--- config.mk ---
export PLATFORM = sky130hd
export DESIGN_NAME = refresh_burst_seq
export DESIGN_NICKNAME = d
export VERILOG_FILES = /design/src/rtl/refresh_burst_pkg.sv /design/src/rtl/refresh_cycle_gen.sv /design/src/rtl/refresh_row_counter.sv /design/src/rtl/refresh_window.sv /design/src/rtl/refresh_burst_seq.sv
export SDC_FILE = /design/constraint.sdc
export NUM_CORES = 1
export LEC_CHECK = 0
export BUFFER_PORTS_ARGS = -buffer_cell sky130_fd_sc_hd__buf_2
export CORE_UTILIZATION = 55
export DETAILED_ROUTE_END_ITERATION = 8
export HOLD_SLACK_MARGIN = 0.06
export PLACE_DENSITY_LB_ADDON = 0.1
export SYNTH_ARGS = -nofsm -noshare
export SYNTH_HDL_FRONTEND = slang
export SYNTH_HIERARCHICAL = 1
export SYNTH_SLANG_ARGS = --single-unit
--- constraint.sdc ---
create_clock -name clk_i -period 3.3 [get_ports clk_i]
set_input_delay 0.66 -clock clk_i [delete_from_list [all_inputs] [get_ports clk_i]]
set_output_delay 0.66 -clock clk_i [all_outputs]
set_load 0.03 [all_outputs]
--- src/rtl/refresh_burst_pkg.sv ---
package refresh_burst_pkg;
  typedef enum logic [2:0] {
    ST_IDLE, ST_PRE_BURST, ST_SELF_ENTER, ST_SELF_HOLD,
    ST_SELF_EXIT, ST_POST_BURST, ST_DONE
  } seq_state_e;

  typedef enum logic [1:0] {PH_IDLE, PH_CSR, PH_RAS, PH_PRE} cyc_phase_e;
endpackage

--- src/rtl/refresh_cycle_gen.sv ---
module refresh_cycle_gen import refresh_burst_pkg::*; #(
  parameter int T_CSR = 1,
  parameter int T_RAS = 3,
  parameter int T_RP  = 2
) (
  input  logic clk_i,
  input  logic rst_ni,
  input  logic start_i,
  input  logic cbr_i,
  output logic ras_n_o,
  output logic cas_n_o,
  output logic rdy_o,
  output logic done_o
);
  localparam int T_MAX = (T_CSR > T_RAS) ? ((T_CSR > T_RP) ? T_CSR : T_RP)
                                         : ((T_RAS > T_RP) ? T_RAS : T_RP);
  localparam int CNT_W = $clog2(T_MAX + 1);
  localparam logic [CNT_W-1:0] LD_CSR = CNT_W'(T_CSR - 1);
  localparam logic [CNT_W-1:0] LD_RAS = CNT_W'(T_RAS - 1);
  localparam logic [CNT_W-1:0] LD_RP  = CNT_W'(T_RP - 1);

  cyc_phase_e       phase_q, phase_d;
  logic [CNT_W-1:0] cnt_q, cnt_d;
  logic             cbr_q;

  assign done_o  = (phase_q == PH_PRE) && (cnt_q == '0);
  assign rdy_o   = (phase_q == PH_IDLE) || done_o;
  assign ras_n_o = (phase_q != PH_RAS);
  assign cas_n_o = !(cbr_q && (phase_q == PH_CSR || phase_q == PH_RAS));

  always_comb begin
    phase_d = phase_q;
    cnt_d   = cnt_q;
    if (phase_q != PH_IDLE && cnt_q != '0) begin
      cnt_d = cnt_q - 1'b1;
    end else begin
      unique case (phase_q)
        PH_CSR: begin phase_d = PH_RAS; cnt_d = LD_RAS; end
        PH_RAS: begin phase_d = PH_PRE; cnt_d = LD_RP;  end
        default: begin
          // precharge end doubles as the start slot of the next cycle
          if (start_i) begin
            phase_d = cbr_i ? PH_CSR : PH_RAS;
            cnt_d   = cbr_i ? LD_CSR : LD_RAS;
          end else begin
            phase_d = PH_IDLE;
          end
        end
      endcase
    end
  end

  always_ff @(posedge clk_i or negedge rst_ni) begin
    if (!rst_ni) begin
      phase_q <= PH_IDLE;
      cnt_q   <= '0;
      cbr_q   <= 1'b0;
    end else begin
      phase_q <= phase_d;
      cnt_q   <= cnt_d;
      if (start_i && rdy_o) cbr_q <= cbr_i;
    end
  end
endmodule

--- src/rtl/refresh_row_counter.sv ---
module refresh_row_counter #(
  parameter int ROW_W = 10
) (
  input  logic             clk_i,
  input  logic             rst_ni,
  input  logic             clr_i,
  input  logic             inc_i,
  output logic [ROW_W-1:0] row_o,
  output logic             wrap_o
);
  logic [ROW_W-1:0] row_q;

  assign row_o  = row_q;
  assign wrap_o = inc_i && (row_q == '1);

  always_ff @(posedge clk_i or negedge rst_ni) begin
    if (!rst_ni)    row_q <= '0;
    else if (clr_i) row_q <= '0;
    else if (inc_i) row_q <= row_q + 1'b1;
  end
endmodule

--- src/rtl/refresh_window.sv ---
module refresh_window #(
  parameter int WIN_CYC = 12000
) (
  input  logic clk_i,
  input  logic rst_ni,
  input  logic start_i,
  input  logic clr_i,
  input  logic stop_i,
  input  logic viol_clr_i,
  output logic viol_o
);
  localparam int CNT_W = $clog2(WIN_CYC + 1);
  localparam logic [CNT_W-1:0] LIMIT = CNT_W'(WIN_CYC);

  logic [CNT_W-1:0] cnt_q;
  logic             active_q;

  always_ff @(posedge clk_i or negedge rst_ni) begin
    if (!rst_ni) begin
      cnt_q    <= '0;
      active_q <= 1'b0;
      viol_o   <= 1'b0;
    end else begin
      if (start_i)     active_q <= 1'b1;
      else if (stop_i) active_q <= 1'b0;

      if (clr_i)                           cnt_q <= '0;
      else if (active_q && cnt_q != LIMIT) cnt_q <= cnt_q + 1'b1;

      // still open after LIMIT counted cycles: window exceeded
      if (viol_clr_i)                           viol_o <= 1'b0;
      else if (active_q && cnt_q == LIMIT)      viol_o <= 1'b1;
    end
  end
endmodule

--- src/rtl/refresh_burst_seq.sv ---
module refresh_burst_seq import refresh_burst_pkg::*; #(
  parameter int ROW_W   = 10,
  parameter int T_CSR   = 1,
  parameter int T_RAS   = 3,
  parameter int T_RP    = 2,
  parameter int T_SELF  = 50,
  parameter int WIN_CYC = 12000
) (
  input  logic             clk_i,
  input  logic             rst_ni,
  input  logic             self_req_i,
  input  logic             ras_only_i,
  output logic             busy_o,
  output logic             self_ack_o,
  output logic             burst_done_o,
  output logic             win_viol_o,
  output logic             ras_n_o,
  output logic             cas_n_o,
  output logic [ROW_W-1:0] addr_o
);
  localparam int T_MAX = (T_CSR > T_SELF) ? ((T_CSR > T_RP) ? T_CSR : T_RP)
                                          : ((T_SELF > T_RP) ? T_SELF : T_RP);
  localparam int TMR_W = $clog2(T_MAX + 1);
  localparam logic [TMR_W-1:0] LD_CSR  = TMR_W'(T_CSR - 1);
  localparam logic [TMR_W-1:0] LD_SELF = TMR_W'(T_SELF - 1);
  localparam logic [TMR_W-1:0] LD_RP   = TMR_W'(T_RP - 1);
  localparam logic [ROW_W-1:0] ROW_LAST = '1;

  seq_state_e       state_q, state_d;
  logic [TMR_W-1:0] tmr_q, tmr_d;
  logic             mode_q;
  logic             in_burst, gen_start, gen_ras_n, gen_cas_n, gen_rdy, gen_done;
  logic             row_clr, row_inc, row_wrap, done_d;
  logic [ROW_W-1:0] row;
  logic             ras_d, cas_d;
  logic [ROW_W-1:0] addr_d;
  logic             fall_d, rise_d, first_fall, win_start, win_clr, win_stop;

  assign in_burst   = (state_q == ST_PRE_BURST) || (state_q == ST_POST_BURST);
  assign row_inc    = in_burst && gen_done;
  assign busy_o     = (state_q != ST_IDLE);
  assign self_ack_o = (state_q == ST_SELF_ENTER) || (state_q == ST_SELF_HOLD);

  refresh_cycle_gen #(.T_CSR(T_CSR), .T_RAS(T_RAS), .T_RP(T_RP)) u_gen (
    .clk_i, .rst_ni, .start_i(gen_start), .cbr_i(!mode_q),
    .ras_n_o(gen_ras_n), .cas_n_o(gen_cas_n), .rdy_o(gen_rdy), .done_o(gen_done)
  );

  refresh_row_counter #(.ROW_W(ROW_W)) u_rows (
    .clk_i, .rst_ni, .clr_i(row_clr), .inc_i(row_inc), .row_o(row), .wrap_o(row_wrap)
  );

  always_comb begin
    state_d   = state_q;
    tmr_d     = (tmr_q != '0) ? tmr_q - 1'b1 : '0;
    row_clr   = 1'b0;
    gen_start = 1'b0;
    done_d    = 1'b0;
    unique case (state_q)
      ST_IDLE: if (self_req_i) begin state_d = ST_PRE_BURST; row_clr = 1'b1; end
      ST_PRE_BURST: begin
        gen_start = gen_rdy && !row_wrap;
        if (row_wrap) begin state_d = ST_SELF_ENTER; tmr_d = LD_CSR; done_d = 1'b1; end
      end
      ST_SELF_ENTER: if (tmr_q == '0) begin state_d = ST_SELF_HOLD; tmr_d = LD_SELF; end
      ST_SELF_HOLD: if (tmr_q == '0 && !self_req_i) begin state_d = ST_SELF_EXIT; tmr_d = LD_RP; end
      ST_SELF_EXIT: if (tmr_q == '0) begin state_d = ST_POST_BURST; row_clr = 1'b1; end
      ST_POST_BURST: begin
        gen_start = gen_rdy && !row_wrap;
        if (row_wrap) begin state_d = ST_DONE; done_d = 1'b1; end
      end
      default: state_d = ST_IDLE;
    endcase
  end

  always_comb begin
    ras_d  = 1'b1;
    cas_d  = 1'b1;
    addr_d = '0;
    if (in_burst) begin
      ras_d  = gen_ras_n;
      cas_d  = gen_cas_n;
      addr_d = mode_q ? row : '0;
    end else if (state_q == ST_SELF_ENTER) begin
      cas_d = 1'b0;
    end else if (state_q == ST_SELF_HOLD) begin
      ras_d = 1'b0;
      cas_d = 1'b0;
    end
  end

  // window edges are taken on the next pin values
  assign fall_d     = ras_n_o && !ras_d;
  assign rise_d     = !ras_n_o && ras_d;
  assign first_fall = (state_q == ST_PRE_BURST) && fall_d && (row == '0);
  assign win_start  = first_fall || ((state_q == ST_SELF_EXIT) && rise_d);
  assign win_clr    = first_fall || ((state_q == ST_SELF_EXIT) && rise_d && !mode_q);
  assign win_stop   = ((state_q == ST_SELF_HOLD) && fall_d) ||
                      ((state_q == ST_POST_BURST) && fall_d && (row == ROW_LAST));

  refresh_window #(.WIN_CYC(WIN_CYC)) u_win (
    .clk_i, .rst_ni, .start_i(win_start), .clr_i(win_clr), .stop_i(win_stop),
    .viol_clr_i((state_q == ST_IDLE) && self_req_i), .viol_o(win_viol_o)
  );

  always_ff @(posedge clk_i or negedge rst_ni) begin
    if (!rst_ni) begin
      state_q      <= ST_IDLE;
      tmr_q        <= '0;
      mode_q       <= 1'b0;
      ras_n_o      <= 1'b1;
      cas_n_o      <= 1'b1;
      addr_o       <= '0;
      burst_done_o <= 1'b0;
    end else begin
      state_q      <= state_d;
      tmr_q        <= tmr_d;
      ras_n_o      <= ras_d;
      cas_n_o      <= cas_d;
      addr_o       <= addr_d;
      burst_done_o <= done_d;
      if (state_q == ST_IDLE && self_req_i) mode_q <= ras_only_i;
    end
  end
endmodule

# Word level (Yosys, flattened, before mapping)
# Cells that the tools add are included.
# Widths: inputs -> output; s select.
[word_totals] out_inout_bits=16 ff_bits=54 word_cells=125 input_bits=4
[op_classes] n_reduce_logical=49 addsub=4 eq_ne=18 mux=40
[op_table] operator="$mux 10" count=4
[op_table] operator="$mux 14" count=2
[op_table] operator="$mux 6" count=4
[op_table] operator="$logic_and 1x1->1" count=20
[op_table] operator="$mux 3" count=6
[op_table] operator="$pmux 3 s6" count=1
[op_table] operator="$pmux 6 s3" count=1
[op_table] operator="$add 14x1->14 const B" count=1
[op_table] operator="$eq 14x14->1 const B" count=1
[op_table] operator="$mux 1" count=14
[op_table] operator="$ne 14x14->1 const B" count=1
[op_table] operator="$ne 2x2->1 const B" count=7
[op_table] operator="$reduce_bool 2->1" count=6
[op_table] operator="$add 10x1->10 const B" count=1
[op_table] operator="$eq 10x10->1 const B" count=1
[op_table] operator="$logic_not 10->1" count=1
[op_table] operator="$mux 2" count=5
[op_table] operator="$pmux 2 s2" count=2
[op_table] operator="$logic_or 1x1->1" count=7
[op_table] operator="$eq 3x2->1 const B" count=2
[op_table] operator="$eq 3x3->1 const B" count=2
[op_table] operator="$logic_not 1->1" count=6
[op_table] operator="$logic_not 6->1" count=1
[op_table] operator="$reduce_and 6->1" count=1
[op_table] operator="other kinds (12)" count=14

# Depth between registers and ports, before layout
[depth] word_depth=11 depth_mapped=11 mapped_depth_nobuf=10

# By module
# Netlist, hierarchy kept.
[by_module_without_submodules] mod="refresh_burst_seq" cells_per_inst=113 seq_area_each_um2=578.1 area_per_inst_um2=1142.3 n_inst=1
[by_module_without_submodules] mod="refresh_window" cells_per_inst=83 seq_area_each_um2=400.4 area_per_inst_um2=835.8 n_inst=1
[by_module_without_submodules] mod="refresh_row_counter" cells_per_inst=50 seq_area_each_um2=250.2 area_per_inst_um2=509.2 n_inst=1
[by_module_without_submodules] mod="refresh_cycle_gen" cells_per_inst=35 seq_area_each_um2=125.1 area_per_inst_um2=340.3 n_inst=1

# Worst setup path after synthesis
# OpenSTA, ideal clock, no wires.
[synth_timing] path_kind="register -> register" from="register state_q[0]" to="register u_gen.cnt_q[1]" arrival_time_ns=2.203 setup_ns=0.130 required_time_ns=3.170 setup_slack_ns=0.967 n_path_buf=2 synth_period_minus_slack_ns=2.333 stages_incl_launch_ff=11 cell_sequence="dfrtp_1 nor2b_1 clkbuf_1 and2_1 buf_2 nand2_1 nor4_1 nor3b_1 nor3_1 a21o_1 o22ai_1"
[synth_via] elab_chain_cells=8 word_cells_on_any_way=10 classes_between="eq/ne: 2; mux: 1; reduce/logical: 7"
[synth_lines] element="start, declared" line_no="refresh_burst_seq.sv:29" source="seq_state_e state_q, state_d;"
[synth_lines] element="start signal, assigned" line_no="refresh_burst_seq.sv:116" source="state_q <= state_d;"
[synth_lines] element="$eq 3x1->1 or $eq 3x3->1 (tied branches)" line_no="refresh_burst_seq.sv:39" source="assign in_burst = (state_q == ST_PRE_BURST) || (state_q == ST_POST_BURST);"
[synth_lines] element="$logic_or 1x1->1 (*)" line_no="refresh_burst_seq.sv:39"
[synth_lines] element="$logic_and 1x1->1 (*)" line_no="refresh_burst_seq.sv:40" source="assign row_inc = in_burst && gen_done;"
[synth_lines] element="named net row_inc" line_no="refresh_burst_seq.sv:33" source="logic row_clr, row_inc, row_wrap, done_d;"
[synth_lines] element="$logic_and 1x1->1 (*)" line_no="refresh_row_counter.sv:14" source="assign wrap_o = inc_i && (row_q == '1);"
[synth_lines] element="named net row_wrap" line_no="refresh_burst_seq.sv:33"
[synth_lines] element="$logic_not 1->1 (*)" line_no="refresh_burst_seq.sv:62, refresh_burst_seq.sv:69"
[synth_lines] element="$logic_and 1x1->1 (*)" line_no="refresh_burst_seq.sv:62, refresh_burst_seq.sv:69"
[synth_lines] element="$mux 1 (*)"
[synth_lines] element="named net gen_start" line_no="refresh_burst_seq.sv:32" source="logic in_burst, gen_start, gen_ras_n, gen_cas_n, gen_rdy, gen_done;"
[synth_lines] element="$reduce_bool 4->1 (no source line) (*)"
[synth_lines] element="end signal, assigned" line_no="refresh_cycle_gen.sv:60" source="cnt_q <= cnt_d;"
[synth_lines] element="end, declared" line_no="refresh_cycle_gen.sv:23" source="logic [CNT_W-1:0] cnt_q, cnt_d;"
# The timed path passes the listed nets; every way through them passes the cells marked *.
# A chain may end at the register's enable or synchronous reset.

# Worst setup path after layout
# Same ends and word-level chain as after synthesis.

==> flow_metrics.env <==
export IMPL_status="completed"
export IMPL_tightest_slew_ps=845
export IMPL_synth_area_leader_cell="dfrtp_1"
export IMPL_timing_hold_violations_final=0
export IMPL_p_int_w=0.00121
export IMPL_fin_worst_skew_ps=9.71
export IMPL_endpoint_kind="flop"
export IMPL_ir_worst_vdd_v=0.000517
export IMPL_io_buffers=19
export IMPL_worstSetupStartpointType="flop"
export IMPL_setup_ws_ps=533
export IMPL_cp_endpoint="u_gen/cnt_q[1]"
export IMPL_wl_um=5300
export IMPL_antenna_left=0
export IMPL_yosysWarningCount=6
export IMPL_h_tree_depth=2
export IMPL_nets=314
export IMPL_ff2ff_setup_slack_ps=530
export IMPL_cts_sinks=54
export IMPL_startpoint="state_q[0]"
export IMPL_cts_made_buffers=5
export IMPL_max_freq_mhz=361
export IMPL_path_max_fanout=17
export IMPL_clockBufferDepth=2
export IMPL_synth_xor_area_frac=0.0403
export IMPL_reg2reg_depth=8
export IMPL_yosysMostFrequentCell="dfrtp_1"
export IMPL_ys_types=56
export IMPL_crit_family="simple AND/OR/NAND/NOR gates"
export IMPL_avgRoutedWirePerCell_um=14.3
export IMPL_yosys_area_top_type_share=0.460
export IMPL_switching_share=0.337
export IMPL_reg2reg_to="u_gen/cnt_q[1]"
export IMPL_crit_path_top_delay_cell="dfrtp_1"
export IMPL_fin_crit_sh=0.838
export IMPL_clkPwrFrac=0.238
export IMPL_design_die_area_mm2=0.00543
export IMPL_grt_max_degree=31
export IMPL_synth_area_top_cells="dfrtp_1, ha_1, nor2_1"
export IMPL_antenna_found_initial=0
export IMPL_cts_setup_buffers=0
export IMPL_ys_seq_area_frac=0.479
export IMPL_drv_cap=0
export IMPL_maxSlewHeadroom=0.433
export IMPL_gp_congestion=0.837
export IMPL_layout_drive_gt1_share=0.149
export IMPL_syn_nets=294
export IMPL_crit_required_ps=3490
export IMPL_max_stage_delay_ps=620
export IMPL_holdBufCountCts=0
export IMPL_syn_to_final_growth_pct=9.03
export IMPL_power_density_mw_per_mm2=592
export IMPL_diodes=0
export IMPL_switching_power_w=0.000615
export IMPL_first_pass_iters=4
export IMPL_die_x_um=73.7
export IMPL_grt_ovfl_total=0
export IMPL_clock_latency_ps=310
export IMPL_postSynth_asyncResetShare=1.00
export IMPL_synth_edf_count=0
export IMPL_crit_chain="nor2b_1 -> and2_1 -> nand2_1 -> nor4_1 -> nor3b_1 -> nor3_1 -> a21o_1 -> o22ai_1"
export IMPL_pre_cts_ws_ps=556
export IMPL_cts_resized=0
export IMPL_min_path_type="input pin to asynchronous set/reset pin"
export IMPL_power_w=0.00182
export IMPL_clk_pin_slew_ps=90
export IMPL_synthCells=281
export IMPL_ys_flop_type="dfrtp_1"
export IMPL_p_comb_frac=0.284
export IMPL_synth_compound_area_frac=0.121
export IMPL_synth_avg_cell_area_um2=10.1
export IMPL_grt_util_all_layers=0.224
export IMPL_vias=2121
export IMPL_seqPwrFrac=0.478
export IMPL_finalSetupViolCount=0
export IMPL_yosys_top_cells_count="dfrtp_1, nor2_1, inv_1, nand2_1, a21oi_1"
export IMPL_avgViaCountPerCell=5.75
export IMPL_crit_cells=8
export IMPL_syn_area_mm2=0.00283
export IMPL_core_region_area_mm2=0.00485
export IMPL_rsz0062_at_grt="false"
export IMPL_slew_viol_final=0
export IMPL_synth_seq_cells=54
export IMPL_cts_root_buf="clkbuf_8"
export IMPL_critical_path_class="flop to flop"
export IMPL_grt_pass1_wl_um=9110
export IMPL_drc=0
export IMPL_initial_core_util=0.583
export IMPL_path_buf_inv=0
export IMPL_crit_arrival_ps=2950
export IMPL_die_height_um=73.7
export IMPL_tns_ps=0
export IMPL_yosys_mux_area_fraction=0.0274
export IMPL_r2r_start="state_q[0]"
export IMPL_synth_top_family_by_area="simple AND/OR/NAND/NOR gates"
export IMPL_period_minus_slack_ps=2770
export IMPL_ioPinCount=20
export IMPL_synthAdderAreaFrac=0.0398
export IMPL_cts_tree="done"
export IMPL_p_leak_nw=1.42
export IMPL_drt_initial_drc_count=131
export IMPL_grt_pass1_vias=1948
export IMPL_dp_final_hpwl_um=3760
export IMPL_num_rows=25
export IMPL_synthSimpleGateAreaFrac=0.246
worst min path at each step:
stage / start / to / slack, ps / cells after the start
2_1_floorplan: rst_ni / addr_o[0] / 360 / 0
3_3_place_gp: u_gen/cnt_q[0] / u_gen/cnt_q[0] / 430 / 1
3_5_place_dp: u_gen/cnt_q[0] / u_gen/cnt_q[0] / 450 / 1
4_1_cts: rst_ni / u_win/cnt_q[12] / 350 / 1
5_1_grt: rst_ni / u_win/cnt_q[2] / 360 / 1
6_report: rst_ni / u_win/cnt_q[2] / 330 / 1
metrics by stage:
| step | util | hold WS (ps) | cells | cell area, um^2 |
|---|---|---|---|---|
| 2_1_floorplan | - | 364 | 281 | 2830 |
| 3_3_place_gp | 0.614 | 433 | 361 | 2980 |
| 3_5_place_dp | 0.614 | 455 | 361 | 2980 |
| 4_1_cts | 0.636 | 352 | 369 | 3080 |
| 5_1_grt | 0.636 | 364 | 369 | 3080 |
| 6_report | 0.636 | 325 | 369 | 3080 |
placed cells by master, fill, tap and decap left out, types with 3 or more instances in the layout:
cell       n
o31ai_1    7
nand4_1    8
nand2_1   14
buf_4      4
buf_2     19
or3_1      4
a211oi_1   3
and3_1    12
inv_1     19
nor2b_1    4
o21ai_0    9
nand3_1    8
a21oi_1   13
clkbuf_8   5
nor4_1     9
nand2b_1   4
xnor2_1    9
or4_1      5
xor2_1     4
mux2i_1    4
and2_1     4
nor3_1     7
nor2_1    28
dfrtp_1   52
ha_1       9
layout make-up:
type	count	area [um^2]
fillers	412	1770
inverters	19	71.3
clock buffers	7	76.3
flip-flops and latches	54	1350
well taps	67	83.8
repair buffers	23	125
clock inverters	1	30.0
multi-input cells	198	1340
per-layer routing:
metal,wire length (um),track usage,vias to the layer above,share of wire
met3,169,0.0453,6,0.032
met1,2610,0.315,1024,0.49
met4,64,0.0876,0,0.012
met5,0,0,-,0
met2,2450,0.341,45,0.46
li1,-,-,1046,-
state kept, by name, summed over array words and instances (netlist names), 2 cells and up:
signal         count
u_win/cnt_q       14
addr_o            10
u_rows/row_o      10
tmr_q              6
state_q            3
u_gen/cnt_q        2
u_gen/phase_q      2
cells by family (layout without fill, tap and decap cells):
kind of cell	after synthesis	in the layout
multiplexers	7	7
flip-flops	54	54
XOR/XNOR	13	13
adder cells (fa/ha/maj)	9	9
buffers and inverters	29	50
AO/OA/AOI/OAI	48	48
AND/OR/NAND/NOR	121	121
power groups by stage:
stage	sequential (W)	combinational (W)	clock [W]
after floorplan	0.000924	0.000348	0
after global placement	0.000880	0.000511	0
after detailed placement	0.000883	0.000518	0
after CTS	0.000870	0.000522	0.000444
after global routing	0.000891	0.000592	0.000471
final	0.000872	0.000519	0.000434
Note: power is estimated with default switching activity, not from simulation.
